**src/rtl/lockbyte_pkg.sv**
```systemverilog
package lockbyte_pkg;
    localparam int LOCK_W      = 8;
    localparam int LVL_LSB     = 0;
    localparam int APP_LSB     = 2;
    localparam int BOOT_LSB    = 4;
    localparam int BOOTF_MSB   = 5;
    localparam logic [LOCK_W-1:0] LOCK_BLANK = '1;
    // Mask of the boot-lock fields frozen by the sealed level.
    localparam logic [LOCK_W-1:0] BOOTF_MASK =
        LOCK_W'(((1 << (BOOTF_MSB - APP_LSB + 1)) - 1) << APP_LSB);

    typedef enum logic [2:0] {
        KIND_LOCK_WR = 3'd0,
        KIND_FUSE_WR = 3'd1,
        KIND_MEM_PRG = 3'd2,
        KIND_MEM_VFY = 3'd3,
        KIND_ERASE   = 3'd4
    } req_kind_e;

    typedef enum logic [1:0] {
        MODE_OPEN   = 2'd0,
        MODE_NOPROG = 2'd1,
        MODE_SEALED = 2'd2
    } lock_mode_e;

    typedef enum logic [1:0] {
        RSP_IDLE   = 2'd0,
        RSP_GRANT  = 2'd1,
        RSP_DENY   = 2'd2,
        RSP_ERASED = 2'd3
    } rsp_state_e;
endpackage

```
**src/rtl/lockbyte_decode.sv**
```systemverilog
module lockbyte_decode
    import lockbyte_pkg::*;
(
    input  logic [1:0] lvl_bits,
    output lock_mode_e mode
);
    always_comb begin
        unique case (lvl_bits)
            2'b11:   mode = MODE_OPEN;
            2'b10:   mode = MODE_NOPROG;
            default: mode = MODE_SEALED;   // 2'b00 and the undefined 2'b01
        endcase
    end
endmodule

```
**src/rtl/lockbyte_policy.sv**
```systemverilog
module lockbyte_policy
    import lockbyte_pkg::*;
(
    input  lock_mode_e        mode,
    input  logic [2:0]        kind,
    input  logic [LOCK_W-1:0] cur,
    input  logic [LOCK_W-1:0] data,
    output logic              allow,
    output logic              do_erase,
    output logic              do_write,
    output logic [LOCK_W-1:0] new_val
);
    logic [LOCK_W-1:0] keep_mask;

    always_comb begin
        keep_mask = (mode == MODE_SEALED) ? BOOTF_MASK : '0;
        // Programming only clears; frozen fields keep their stored value.
        new_val   = (cur & data) | (cur & keep_mask);
        allow     = 1'b0;
        do_erase  = 1'b0;
        do_write  = 1'b0;
        case (kind)
            KIND_LOCK_WR: begin
                allow    = 1'b1;
                do_write = 1'b1;
            end
            KIND_FUSE_WR: allow = (mode == MODE_OPEN);
            KIND_MEM_PRG: allow = (mode == MODE_OPEN);
            KIND_MEM_VFY: allow = (mode != MODE_SEALED);
            KIND_ERASE: begin
                allow    = 1'b1;
                do_erase = 1'b1;
            end
            default: allow = 1'b0;
        endcase
    end
endmodule

```
**src/rtl/lockbyte_store.sv**
```systemverilog
module lockbyte_store
    import lockbyte_pkg::*;
(
    input  logic              clk,
    input  logic              rst_n,
    input  logic              erase,
    input  logic              wr_en,
    input  logic [LOCK_W-1:0] wr_val,
    output logic [LOCK_W-1:0] value
);
    always_ff @(posedge clk or negedge rst_n) begin
        if (!rst_n)      value <= LOCK_BLANK;
        else if (erase)  value <= LOCK_BLANK;
        else if (wr_en)  value <= wr_val;
    end
endmodule

```
**src/rtl/lockbyte_ctrl.sv**
```systemverilog
module lockbyte_ctrl
    import lockbyte_pkg::*;
(
    input  logic              clk,
    input  logic              rst_n,
    input  logic              req_valid,
    input  logic [2:0]        req_kind,
    input  logic              req_path,
    input  logic [LOCK_W-1:0] req_data,
    output logic              grant,
    output logic              deny,
    output logic              erase_done,
    output logic [LOCK_W-1:0] lock_q,
    output logic [1:0]        mem_mode,
    output logic [1:0]        app_lock,
    output logic [1:0]        boot_lock
);
    lock_mode_e        mode;
    logic              allow, do_erase, do_write;
    logic [LOCK_W-1:0] new_val;
    rsp_state_e        state, state_nx;
    logic              path_unused;

    assign path_unused = req_path;   // both front ends obey the same rules

    lockbyte_decode u_decode (
        .lvl_bits (lock_q[LVL_LSB +: 2]),
        .mode     (mode)
    );

    lockbyte_policy u_policy (
        .mode     (mode),
        .kind     (req_kind),
        .cur      (lock_q),
        .data     (req_data),
        .allow    (allow),
        .do_erase (do_erase),
        .do_write (do_write),
        .new_val  (new_val)
    );

    lockbyte_store u_store (
        .clk    (clk),
        .rst_n  (rst_n),
        .erase  (req_valid && do_erase),
        .wr_en  (req_valid && do_write),
        .wr_val (new_val),
        .value  (lock_q)
    );

    always_comb begin
        if (!req_valid)    state_nx = RSP_IDLE;
        else if (do_erase) state_nx = RSP_ERASED;
        else if (allow)    state_nx = RSP_GRANT;
        else               state_nx = RSP_DENY;
    end

    always_ff @(posedge clk or negedge rst_n) begin
        if (!rst_n) state <= RSP_IDLE;
        else        state <= state_nx;
    end

    always_comb begin
        grant      = 1'b0;
        deny       = 1'b0;
        erase_done = 1'b0;
        unique case (state)
            RSP_IDLE:   ;
            RSP_GRANT:  grant = 1'b1;
            RSP_DENY:   deny  = 1'b1;
            RSP_ERASED: begin
                grant      = 1'b1;
                erase_done = 1'b1;
            end
        endcase
    end

    assign mem_mode  = mode;
    assign app_lock  = lock_q[APP_LSB +: 2];
    assign boot_lock = lock_q[BOOT_LSB +: 2];
endmodule

```
**config.mk**
```make
export PLATFORM = sky130hd
export DESIGN_NAME = lockbyte_ctrl
export DESIGN_NICKNAME = d
export VERILOG_FILES = /design/src/rtl/lockbyte_pkg.sv /design/src/rtl/lockbyte_decode.sv /design/src/rtl/lockbyte_policy.sv /design/src/rtl/lockbyte_store.sv /design/src/rtl/lockbyte_ctrl.sv
export SDC_FILE = /design/constraint.sdc
export NUM_CORES = 1
export LEC_CHECK = 0
export ABC_AREA = 0
export BUFFER_PORTS_ARGS = -buffer_cell sky130_fd_sc_hd__buf_2
export CAP_MARGIN = 20
export CORE_MARGIN = 4
export CORE_UTILIZATION = 25
export DETAILED_ROUTE_END_ITERATION = 10
export PLACE_DENSITY_LB_ADDON = 0.2
export SLEW_MARGIN = 30
export SYNTH_ARGS = -nofsm -noshare
export SYNTH_HDL_FRONTEND = slang
export SYNTH_SLANG_ARGS = --single-unit
export TNS_END_PERCENT = 5
```
**constraint.sdc**
```tcl
create_clock -name clk -period 1.65 [get_ports clk]
set_clock_uncertainty 0.2 [all_clocks]
set_input_delay 0.165 -clock clk [delete_from_list [all_inputs] [get_ports clk]]
set_output_delay 0.165 -clock clk [all_outputs]
set_load 0.01 [all_outputs]
```
Word-level counts from Yosys, hierarchy flattened
Cells that the tools add are included.
- register bits: 10
- bits of input ports: 15
- logic and storage cells: 37
- equal/unequal tests: 11
- multiplexer cells: 13
- bitwise logic cells: 3
- reductions and logical operators: 8
- operators with widths (kind ; count):
    bitwise AND 8 bit ; 2
    2-to-1 mux 8 bit ; 2
    == test 2 bit (second input constant) ; 5
    bitwise OR 8 bit ; 1
    == test 3 x 2 -> 1 bit (second input constant) ; 2
    2-to-1 mux 2 bit ; 3
    2-to-1 mux 6 bit ; 1
    OR reduction 2 bit ; 3
    2-to-1 mux 1 bit ; 5
    case mux 2 bit (2 select lines) ; 1
    == test 3 x 1 -> 1 bit (second input constant) ; 1
    == test 3 bit (second input constant) ; 1
    zero test 3 bit ; 1
    case mux 1 bit (3 select lines) ; 1
    == test 2 x 1 -> 1 bit (second input constant) ; 1
    logical AND 1 bit ; 2
    zero test 2 bit ; 1
    inequality test 2 bit (second input constant) ; 1
    nonzero test 2 bit ; 1

Depth between registers and ports, before layout
Gate-level depths: netlist of the first run.
- depth after elaboration: 8
- gate-level depth with buffers: 4
- mapped depth without buffers: 2

Hierarchy
Synthesis of the first run repeated with hierarchy kept, for this count alone.
- cells, all modules: 56
- area total of the unflattened synthesis: 605.6 um2
- modules (own cells, without submodules) (module ; times used ; cells an instance ; area an instance (um2) ; sequential area each (um2)):
    lockbyte_store ; 1 ; 26 ; 352.8 ; 210.2
    lockbyte_ctrl ; 1 ; 14 ; 133.9 ; 50.0
    lockbyte_policy ; 1 ; 14 ; 101.3 ; 0.0
    lockbyte_decode ; 1 ; 2 ; 17.5 ; 0.0

Worst setup path after synthesis of the first run
OpenSTA, ideal clock, no wires.
- kind: register to register
- from: register u_store.value[1]
- to: register state[1]
- setup time: 126 ps
- arrival: 992 ps
- data required time: 1324 ps
- setup slack: 332 ps
- cell stages (with the launch flop): 3
- path buffers: 0
- period minus slack after synthesis: 1318 ps
- path through: dfstp_2 > inv_1 > o311a_1
- longest elaborated chain between the ends: 7
- elaborated cells on any way between the ends: 9
- those cells by class: eq/ne: 3; mux: 5; reduce/logical: 1
- RTL lines (what ; line ; source):
    start: declaration ; lockbyte_store.sv:9 ; output logic [LOCK_W-1:0] value
    start signal: assignment ; lockbyte_store.sv:14 ; else if (wr_en) value <= wr_val;
    == test 2 bit ; lockbyte_decode.sv:8 ; unique case (lvl_bits)
    case mux 2 bit (2 select lines) (*) ; lockbyte_decode.sv:8 ;
    named net mem_mode[1] ; lockbyte_ctrl.sv:14 ; output logic [1:0] mem_mode,
    inequality test 2 bit / zero test 2 bit (equally long branches) ; lockbyte_policy.sv:29, lockbyte_policy.sv:27, lockbyte_policy.sv:28 ;
    case mux 1 bit (3 select lines) (*) ; lockbyte_policy.sv:22 ; case (kind)
    2-to-1 mux 2 bit (*) ; lockbyte_ctrl.sv:54 ; else if (allow) state_nx = RSP_GRANT;
    2-to-1 mux 2 bit (*) ; lockbyte_ctrl.sv:53 ; else if (do_erase) state_nx = RSP_ERASED;
    2-to-1 mux 2 bit (*) ; lockbyte_ctrl.sv:52 ; if (!req_valid) state_nx = RSP_IDLE;
    named net state_nx[1] ; lockbyte_ctrl.sv:21 ; rsp_state_e state, state_nx;
    end signal: assignment ; lockbyte_ctrl.sv:60 ; else state <= state_nx;
    end: declaration ; lockbyte_ctrl.sv:21 ;
Mark *: on every way through the listed nets, which the timed path passes. The rest lies on a longest branch.
A chain may end at the register's enable or synchronous reset.

Final worst setup path of the first run
- from: register u_store.value[1]
- to: output port mem_mode[0]
- longest elaborated chain between the ends: 2
- elaborated cells on any way between the ends: 3
- those cells by class: eq/ne: 2; mux: 1
- RTL lines (what ; line):
    == test 2 bit ; lockbyte_decode.sv:8
    case mux 2 bit (2 select lines) (*) ; lockbyte_decode.sv:8
    end: declaration ; lockbyte_ctrl.sv:14
Every way passes the cells marked *; elsewhere a longest branch is shown, timed or not.

==> results of run 1 <==
## final timing paths
| check | end | from | cells after the start | slack [ps] |
|---|---|---|---|---|
| max in group asynchronous | u_store.value[6]$_DFFE_PN1P_ | rst_n | 2 | 900 |
| worst min register to register | u_store.value[7]$_DFFE_PN1P_ | u_store.value[7]$_DFFE_PN1P_ | 2 | 280 |
| worst max register to register | state[1]$_DFF_PN0_ | u_store.value[1]$_DFFE_PN1P_ | 2 | 350 |
| worst max-delay path | mem_mode[0] | u_store.value[1]$_DFFE_PN1P_ | 3 | 180 |
| worst min-delay path | u_store.value[6]$_DFFE_PN1P_ | req_data[6] | 3 | 10 |
| min in group asynchronous | state[0]$_DFF_PN0_ | rst_n | 2 | 90 |
## cell families after synthesis
logic type | Yosys count | share of synthesized area
buffers and inverters | 16 | 0.170
DFF | 10 | 0.485
and+or+nand+nor | 16 | 0.210
AOI/OAI and AO/OA | 11 | 0.135
## per-layer routing
metal  vias up  part of all wire  wire [µm]  global-route usage
met5         -                 0          0                   0
met4         0                 0          0              0.0622
met3         0             0.078        102              0.0436
met2        18              0.49        638               0.139
met1       223              0.44        573               0.117
li1        248                 -          -                   -
## worst max-delay path: stages, from the launching register on
cell and delay (ps):
dfstp_2 550, inv_1 80, nor2_1 80, buf_2 130
## final cells by class
type | count | area [µm²] | share of cell area
Sequential cell | 10 | 260 | 0.335
Timing Repair Buffer | 39 | 240 | 0.310
Clock buffer | 4 | 26.3 | 0.0339
Inverter | 8 | 30.0 | 0.0387
Multi-Input combinational cell | 27 | 185 | 0.239
Tap cell | 27 | 33.8 | 0.0435
## Yosys cell counts
| library cell | count | area (µm²) |
|---|---|---|
| or3_1 | 1 | 6.26 |
| nor2b_1 | 1 | 6.26 |
| o31ai_1 | 1 | 7.51 |
| o311a_1 | 1 | 10.0 |
| buf_6 | 2 | 22.5 |
| and2_1 | 1 | 6.26 |
| inv_1 | 8 | 30.0 |
| dfrtp_1 | 2 | 50.1 |
| clkbuf_1 | 1 | 3.75 |
| and4bb_4 | 1 | 16.3 |
| nand4bb_1 | 1 | 11.3 |
| buf_4 | 4 | 30.0 |
| nor4b_1 | 4 | 35.0 |
| nand2_1 | 5 | 18.8 |
| a21oi_1 | 1 | 5.00 |
| nor2_1 | 1 | 3.75 |
| or3b_1 | 1 | 8.76 |
| o211ai_1 | 4 | 30.0 |
| dfstp_2 | 8 | 210 |
| o21ai_0 | 4 | 20.0 |
| buf_2 | 1 | 5.00 |
## flip-flops by register name, indices dropped and copies added (netlist names)
signal / cells
u_store.value: 8
state: 2
## power by group
group          internal, mW  leakage, nW  switching, mW  total (mW)
Combinational        0.0837        0.264         0.0887       0.172
Clock                0.0929       0.0150         0.0761       0.169
Sequential            0.295        0.110         0.0215       0.317
## through the flow
step	hold WS, ps	util	power [mW]
2_1_floorplan	-331	-	0.413
4_1_cts	9.75	0.388	0.673
3_3_place_gp	-163	0.329	0.477
3_5_place_dp	-162	0.329	0.479
6_report	13.3	0.388	0.658
5_1_grt	19.6	0.388	0.718
==> impl_metrics.env, run 1 <==
export IMPL_path_max_fanout=4
export IMPL_ant_nets=0
export IMPL_wl_per_cell_um=11.4
export IMPL_leakage_nw=0.389
export IMPL_syn_nets=68
export IMPL_post_route_period_util=0.891
export IMPL_die_x_um=54.3
export IMPL_fin_ws_ps=180
export IMPL_drive_gt1_frac=0.477
export IMPL_syn_area_um2=537
export IMPL_period_minus_slack_ps=1470
export IMPL_grt_pass1_vias=444
export IMPL_final_cell_area_um2=776
export IMPL_max_slew_margin=0.754
export IMPL_rows=16
export IMPL_cap_violations=0
export IMPL_ios=32
export IMPL_final_cell_mix="buf_2, dlygate4sd3_1, inv_1, dfstp_2, nand2_1"
export IMPL_core_area_um2=2000
export IMPL_grt_max_degree=11
export IMPL_dp_cells=102
export IMPL_syn_to_final_growth_pct=44.5
export IMPL_cts_setup_buffers=0
export IMPL_ys_seq_elements=10
export IMPL_port_buffers=30
export IMPL_cp_start_kind="flip-flop"
export IMPL_ys_types=21
export IMPL_drv_slew=0
export IMPL_status="completed"
export IMPL_synthCells=53
export IMPL_post_place_ws_ps=375
export IMPL_vdd_drop_max_mv=0.328
export IMPL_dieArea_um2=2950
export IMPL_placed_cell_area_um2=659
export IMPL_clock_sinks=10
export IMPL_initial_core_util=0.268
export IMPL_clk_pin_slew_worst_paths_ps=70
export IMPL_hold_buffers=9
export IMPL_insertion_delay_ps=260
export IMPL_finalNonFillerCells=115
export IMPL_grt_pass1_wl_um=1990
export IMPL_syn_avg_cell_area_um2=10.1
export IMPL_drc=0
export IMPL_nNetsFinal=104
export IMPL_yosysWarnings=0
export IMPL_ys_seq_area_frac=0.485
export IMPL_hold_path_class="input port to flip-flop"
export IMPL_place_congestion=0.720
export IMPL_critical_path_class="flip-flop to output pin"
export IMPL_viasPerCell=4.25
export IMPL_routed_wl_um=1310
export IMPL_grt_usage=0.0975
export IMPL_dp_hpwl_um=911
export IMPL_finalHoldViolCount=0
export IMPL_cts_path_max_buffers=2
export IMPL_arrival_ps=1100
export IMPL_rsz0062_at_grt="no"
export IMPL_die_h_um=54.3
export IMPL_cts_resized=0
export IMPL_fill_cells=229
export IMPL_fmax_mhz=680
export IMPL_setup_tns_ps=0
export IMPL_setup_viol=0
export IMPL_cp_end_kind="output pin"
export IMPL_numCtsBuffers=3
export IMPL_firstDrtPassIters=4
export IMPL_antenna_found_initial=0
export IMPL_gr_total_overflow=0
export IMPL_vias=489
export IMPL_layout_commonest_cell="buf_2"
export IMPL_cp_required_ps=1280
export IMPL_htree_num_levels=1
export IMPL_drtIter0Drc=5
export IMPL_cts_tree="yes"
export IMPL_cts_root_buf="clkbuf_4"
export IMPL_pwr_density_cell_nw_per_um2=849
export IMPL_antenna_cells=0
export IMPL_worst_slew_pin_transition_ps=367
Power figures use the tool's default switching activity.
==> run 2, diff against run 1 <==
- SYNTH_HIERARCHICAL: unset -> 1
==> impl_metrics.env, run 2 <==
export IMPL_ys_seq_area_frac=0.430
export IMPL_r2r_slack_ps=70
export IMPL_antenna_cells=0
export IMPL_syn_area_um2=606
export IMPL_grt_max_degree=17
export IMPL_pwr_density_cell_nw_per_um2=1120
export IMPL_yosysWarnings=6
export IMPL_final_cell_mix="buf_2, nor2b_1, dfstp_2, a211o_2"
export IMPL_yosysMostFrequentCell="nor2b_1"
export IMPL_reg2reg_depth=4
export IMPL_ys_seq_elements=10
export IMPL_post_route_period_util=0.956
export IMPL_core_area_um2=2250
export IMPL_cts_tree="yes"
export IMPL_grt_pass1_wl_um=2130
export IMPL_wl_per_cell_um=11.2
export IMPL_ios=32
export IMPL_fin_ws_ps=72.9
export IMPL_drc=0
export IMPL_cts_root_buf="clkbuf_4"
export IMPL_period_minus_slack_ps=1580
export IMPL_final_cell_area_um2=791
export IMPL_port_buffers=30
export IMPL_gr_total_overflow=0
export IMPL_max_slew_margin=0.777
export IMPL_firstDrtPassIters=3
export IMPL_syn_to_final_growth_pct=30.6
export IMPL_rsz0062_at_grt="no"
export IMPL_numCtsBuffers=3
export IMPL_largest_reg_flops=8
export IMPL_clock_sinks=10
export IMPL_ys_async_sr_fraction=1.00
export IMPL_yosys_top_cells_area="dfstp_2, nor2b_1, a211o_2"
export IMPL_yosys_area_top_type="dfstp_2"
export IMPL_ys_types=20
export IMPL_nNetsFinal=101
export IMPL_synth_top_cell_area_share=0.347
export IMPL_vdd_drop_max_mv=0.553
export IMPL_rr_endpoint="u_store/value[5]$_DFFE_PN1P_"
export IMPL_drv_slew=0
export IMPL_reg_top3="u_store/value: 8 flops, state: 2 flops"
export IMPL_post_route_util=0.351
export IMPL_synthFlopType="dfstp_2"
export IMPL_cp_required_ps=1630
export IMPL_dp_cells=107
export IMPL_cp_end_kind="flip-flop"
export IMPL_ant_nets=0
export IMPL_worst_slew_pin_transition_ps=334
export IMPL_leakage_nw=0.381
export IMPL_syn_avg_cell_area_um2=10.8
export IMPL_drive_gt1_frac=0.624
export IMPL_fmax_mhz=634
export IMPL_cap_violations=0
export IMPL_hold_path_class="input port to flip-flop"
export IMPL_min_delay_worst_endpoint="u_store/value[1]$_DFFE_PN1P_"
export IMPL_whs_ps=20.9
export IMPL_status="completed"
export IMPL_grt_usage=0.0848
export IMPL_setup_viol=0
export IMPL_place_congestion=0.609
export IMPL_arrival_ps=1560
export IMPL_routed_wl_um=1260
export IMPL_insertion_delay_ps=260
export IMPL_dieArea_um2=3270
export IMPL_clk_pin_slew_worst_paths_ps=70
export IMPL_initial_core_util=0.269
export IMPL_antenna_found_initial=0
export IMPL_synthCells=56
export IMPL_whs_path_depth=3
export IMPL_htree_num_levels=1
export IMPL_cp_start_kind="flip-flop"
export IMPL_post_place_ws_ps=48.6
export IMPL_finalNonFillerCells=113
export IMPL_worstHoldStart="req_data[1]"
export IMPL_drtIter0Drc=5
export IMPL_die_x_um=57.2
export IMPL_path_max_fanout=5
export IMPL_viasPerCell=4.31
export IMPL_p_total_mw=0.884
export IMPL_synth_edf_count=0
export IMPL_placed_cell_area_um2=742
export IMPL_layout_commonest_cell="buf_2"
export IMPL_rows=17
export IMPL_dp_hpwl_um=953
export IMPL_r2r_start="u_store/value[1]$_DFFE_PN1P_"
export IMPL_cts_path_max_buffers=2
export IMPL_synth_common_cells="nor2b_1, dfstp_2, a211o_2"
export IMPL_finalHoldViolCount=0
export IMPL_syn_nets=71
export IMPL_vias=487
export IMPL_setup_tns_ps=0
export IMPL_die_h_um=57.2
export IMPL_grt_pass1_vias=472
export IMPL_top_register="u_store/value"
export IMPL_critical_path_class="flip-flop to flip-flop"
-- run 2: changes by cell type after synthesis, moves of 2 or more --
| cell | previous run | this run |
|---|---|---|
| o21a_1 | 0 | 5 |
| a211o_1 | 0 | 2 |
| inv_1 | 8 | 2 |
| and2_1 | 1 | 5 |
| nor4b_1 | 4 | 0 |
| a211o_2 | 0 | 6 |
| o211ai_1 | 4 | 0 |
| o21ai_0 | 4 | 0 |
| nor2b_1 | 1 | 10 |
| and2_2 | 0 | 2 |
| nand2_1 | 5 | 0 |
-- run 2: layer usage --
layer | GRT usage | routed length, µm | vias up
met4 | 0.0298 | 13 | 0
met1 | 0.0909 | 488 | 221
met3 | 0.0339 | 85 | 2
met5 | 0 | 0 | -
met2 | 0.150 | 676 | 13
li1 | - | - | 251
-- run 2: worst max-delay path, stage by stage, from the launching register on --
cell and delay (ps):
dfstp_2 550, nor2b_4 170, nor2b_2 80, o21a_1 170, a211o_2 320
-- run 2: area by class of cell --
| type | instances | area, µm² |
|---|---|---|
| fill | 251 | 1460 |
| multi-input combinational | 37 | 292 |
| sequential | 10 | 260 |
| timing repair buffer | 32 | 170 |
| tap | 28 | 35.0 |
| clock buffer | 4 | 26.3 |
| inverter | 2 | 7.51 |
-- run 2: timing repair --
action,CTS,global route
gates resized for setup,0,1
buffers inserted,0,0
endpoints found under the hold margin,12,0
hold buffers,2,0
setup endpoints to repair,0,1
-- run 2: logic make-up (layout without fill, tap and decap cells) --
family | count (synthesis) | count (layout) | share of synthesized area
AND/OR/NAND/NOR | 22 | 22 | 0.248
AO/OA/AOI/OAI | 15 | 15 | 0.229
flip-flops | 10 | 10 | 0.430
buffers and inverters | 9 | 38 | 0.0930
-- run 2: worst max-delay path by stage --
| stage | start | endpoint | depth (start not counted) | slack, ps |
|---|---|---|---|---|
| 2_1_floorplan | u_store/value[1]$_DFFE_PN1P_ | u_store/value[5]$_DFFE_PN1P_ | 4 | 60 |
| 3_3_place_gp | u_store/value[1]$_DFFE_PN1P_ | u_store/value[5]$_DFFE_PN1P_ | 4 | 70 |
| 3_5_place_dp | u_store/value[1]$_DFFE_PN1P_ | u_store/value[5]$_DFFE_PN1P_ | 4 | 50 |
| 4_1_cts | u_store/value[1]$_DFFE_PN1P_ | u_store/value[5]$_DFFE_PN1P_ | 4 | 30 |
| 5_1_grt | u_store/value[1]$_DFFE_PN1P_ | u_store/value[5]$_DFFE_PN1P_ | 4 | 8 |
| 6_report | u_store/value[1]$_DFFE_PN1P_ | u_store/value[5]$_DFFE_PN1P_ | 4 | 70 |
-- run 2: where the power goes --
group          internal [mW]  switching [mW]  total, mW
Combinational          0.183           0.153      0.336
Clock                 0.0931          0.0793      0.172
Sequential             0.333          0.0421      0.375
==> run 3, diff against run 2 <==
==> constraint.sdc (replaced) <==
create_clock -name clk -period 1.65 [get_ports clk]
set_clock_uncertainty 0.2 [all_clocks]
set_input_delay 0.0825 -clock clk [delete_from_list [all_inputs] [get_ports clk]]
set_output_delay 0.0825 -clock clk [all_outputs]
set_load 0.01 [all_outputs]
==> impl_metrics.env, run 3 (synthesized netlist as in run 2, its figures left out) <==
export IMPL_status="completed"
export IMPL_ios=32
export IMPL_numCtsBuffers=3
export IMPL_layout_commonest_cell="buf_2"
export IMPL_insertion_delay_ps=260
export IMPL_drtIter0Drc=8
export IMPL_crit_family="flip-flops"
export IMPL_port_buffers=30
export IMPL_cp_start_kind="flip-flop"
export IMPL_initial_core_util=0.269
export IMPL_fmax_mhz=633
export IMPL_critical_path_class="flip-flop to flip-flop"
export IMPL_largest_reg_flops=8
export IMPL_leakage_nw=0.423
export IMPL_cts_path_max_buffers=2
export IMPL_grt_max_degree=17
export IMPL_top_register="u_store/value"
export IMPL_pwr_density_cell_nw_per_um2=1010
export IMPL_cpMaxStageDelayCell="dfstp_2"
export IMPL_reg_top3="u_store/value: 8 flops, state: 2 flops"
export IMPL_syn_to_final_growth_pct=47.1
export IMPL_slowest_delay_ps=560
export IMPL_firstDrtPassIters=2
export IMPL_cts_root_buf="clkbuf_4"
export IMPL_core_area_um2=2250
export IMPL_cp_required_ps=1630
export IMPL_reg2reg_depth=4
export IMPL_setup_viol=0
export IMPL_gr_total_overflow=0
export IMPL_rr_endpoint="u_store/value[5]$_DFFE_PN1P_"
export IMPL_die_h_um=57.2
export IMPL_finalHoldViolCount=0
export IMPL_wl_per_cell_um=10.7
export IMPL_rsz0062_at_grt="no"
export IMPL_setup_tns_ps=0
export IMPL_max_slew_margin=0.806
export IMPL_worst_slew_pin_transition_ps=291
export IMPL_die_x_um=57.2
export IMPL_htree_num_levels=1
export IMPL_grt_pass1_wl_um=2380
export IMPL_grt_usage=0.0941
export IMPL_nNetsFinal=111
export IMPL_vdd_drop_max_mv=0.550
export IMPL_antenna_cells=0
export IMPL_post_route_util=0.395
export IMPL_vias=519
export IMPL_cp_buffers_inverters=0
export IMPL_p_total_mw=0.900
export IMPL_drv_slew=0
export IMPL_rows=17
export IMPL_viasPerCell=4.22
export IMPL_place_congestion=0.624
export IMPL_cap_violations=0
export IMPL_r2r_slack_ps=70
export IMPL_ant_nets=0
export IMPL_cts_tree="yes"
export IMPL_clock_sinks=10
export IMPL_arrival_ps=1560
export IMPL_hold_path_class="input port to async pin"
export IMPL_dieArea_um2=3270
export IMPL_antenna_found_initial=0
export IMPL_drc=0
export IMPL_final_cell_mix="buf_2, dlygate4sd3_1, nor2b_1, dfstp_2, a211o_2"
export IMPL_worstPathCellList="nor2b_4, nor2b_2, o21a_1, a211o_2"
export IMPL_grt_pass1_vias=553
export IMPL_clk_pin_slew_worst_paths_ps=70
export IMPL_r2r_start="u_store/value[1]$_DFFE_PN1P_"
export IMPL_path_max_fanout=5
export IMPL_routed_wl_um=1320
export IMPL_drive_gt1_frac=0.558
export IMPL_post_route_period_util=0.958
export IMPL_period_minus_slack_ps=1580
export IMPL_dp_hpwl_um=963
export IMPL_cp_end_kind="flip-flop"
export IMPL_whs_ps=2.88
-- run 3: changes by cell type in the layout (fill, tap and decap cells not counted) --
| cell | before | now |
|---|---|---|
| dlygate4sd3_1 | 2 | 12 |
-- run 3: cell type report --
| class | instances | area (µm²) |
|---|---|---|
| well taps | 28 | 35.0 |
| repair buffers | 42 | 270 |
| inverters | 2 | 7.51 |
| clock buffers | 4 | 26.3 |
| multi-input cells | 37 | 292 |
| flip-flops and latches | 10 | 260 |
| fillers | 235 | 1360 |
-- run 3: worst reg2reg max path: stages, from the launching register on --
cell	delay, ps
dfstp_2	560
nor2b_4	180
nor2b_2	80
o21a_1	170
a211o_2	310
-- run 3: through the flow --
stage / instance area [µm²] / std cells / worst slack [ps]
after floorplan: 606 / 56 / 56.6
after global placement: 742 / 107 / 73.1
after detailed placement: 742 / 107 / 48.3
after CTS: 888 / 123 / 29.0
after global routing: 891 / 123 / 7.21
final: 891 / 123 / 69.7
-- run 3: how the worst max path moves through the flow --
stage / startpoint / to / slack (ps) / cells after the start
6_report: u_store/value[1]$_DFFE_PN1P_ / u_store/value[5]$_DFFE_PN1P_ / 70 / 4
2_1_floorplan: u_store/value[1]$_DFFE_PN1P_ / u_store/value[5]$_DFFE_PN1P_ / 60 / 4
5_1_grt: u_store/value[1]$_DFFE_PN1P_ / u_store/value[5]$_DFFE_PN1P_ / 7 / 4
4_1_cts: u_store/value[1]$_DFFE_PN1P_ / u_store/value[5]$_DFFE_PN1P_ / 30 / 4
3_3_place_gp: u_store/value[1]$_DFFE_PN1P_ / u_store/value[5]$_DFFE_PN1P_ / 70 / 4
3_5_place_dp: u_store/value[1]$_DFFE_PN1P_ / u_store/value[5]$_DFFE_PN1P_ / 50 / 4
-- run 3: routing by layer --
metal / track usage / up-vias / wire, µm
li1: - / 267 / -
met1: 0.0950 / 239 / 547
met2: 0.173 / 11 / 686
met3: 0.0407 / 2 / 74
met4: 0.0298 / 0 / 13
met5: 0 / - / 0
-- run 3: what timing repair did --
action	4_1_cts	5_1_grt
setup buffers	0	0
hold buffers	12	0
endpoints found under the hold margin	20	0
gates resized for setup	0	1
setup endpoints to repair	0	2
-- run 3: report_power, final --
group | total (mW) | switching (mW) | internal (mW)
registers | 0.374 | 0.0417 | 0.333
logic | 0.356 | 0.157 | 0.198
clock network | 0.170 | 0.0774 | 0.0930
total | 0.900 | 0.276 | 0.624
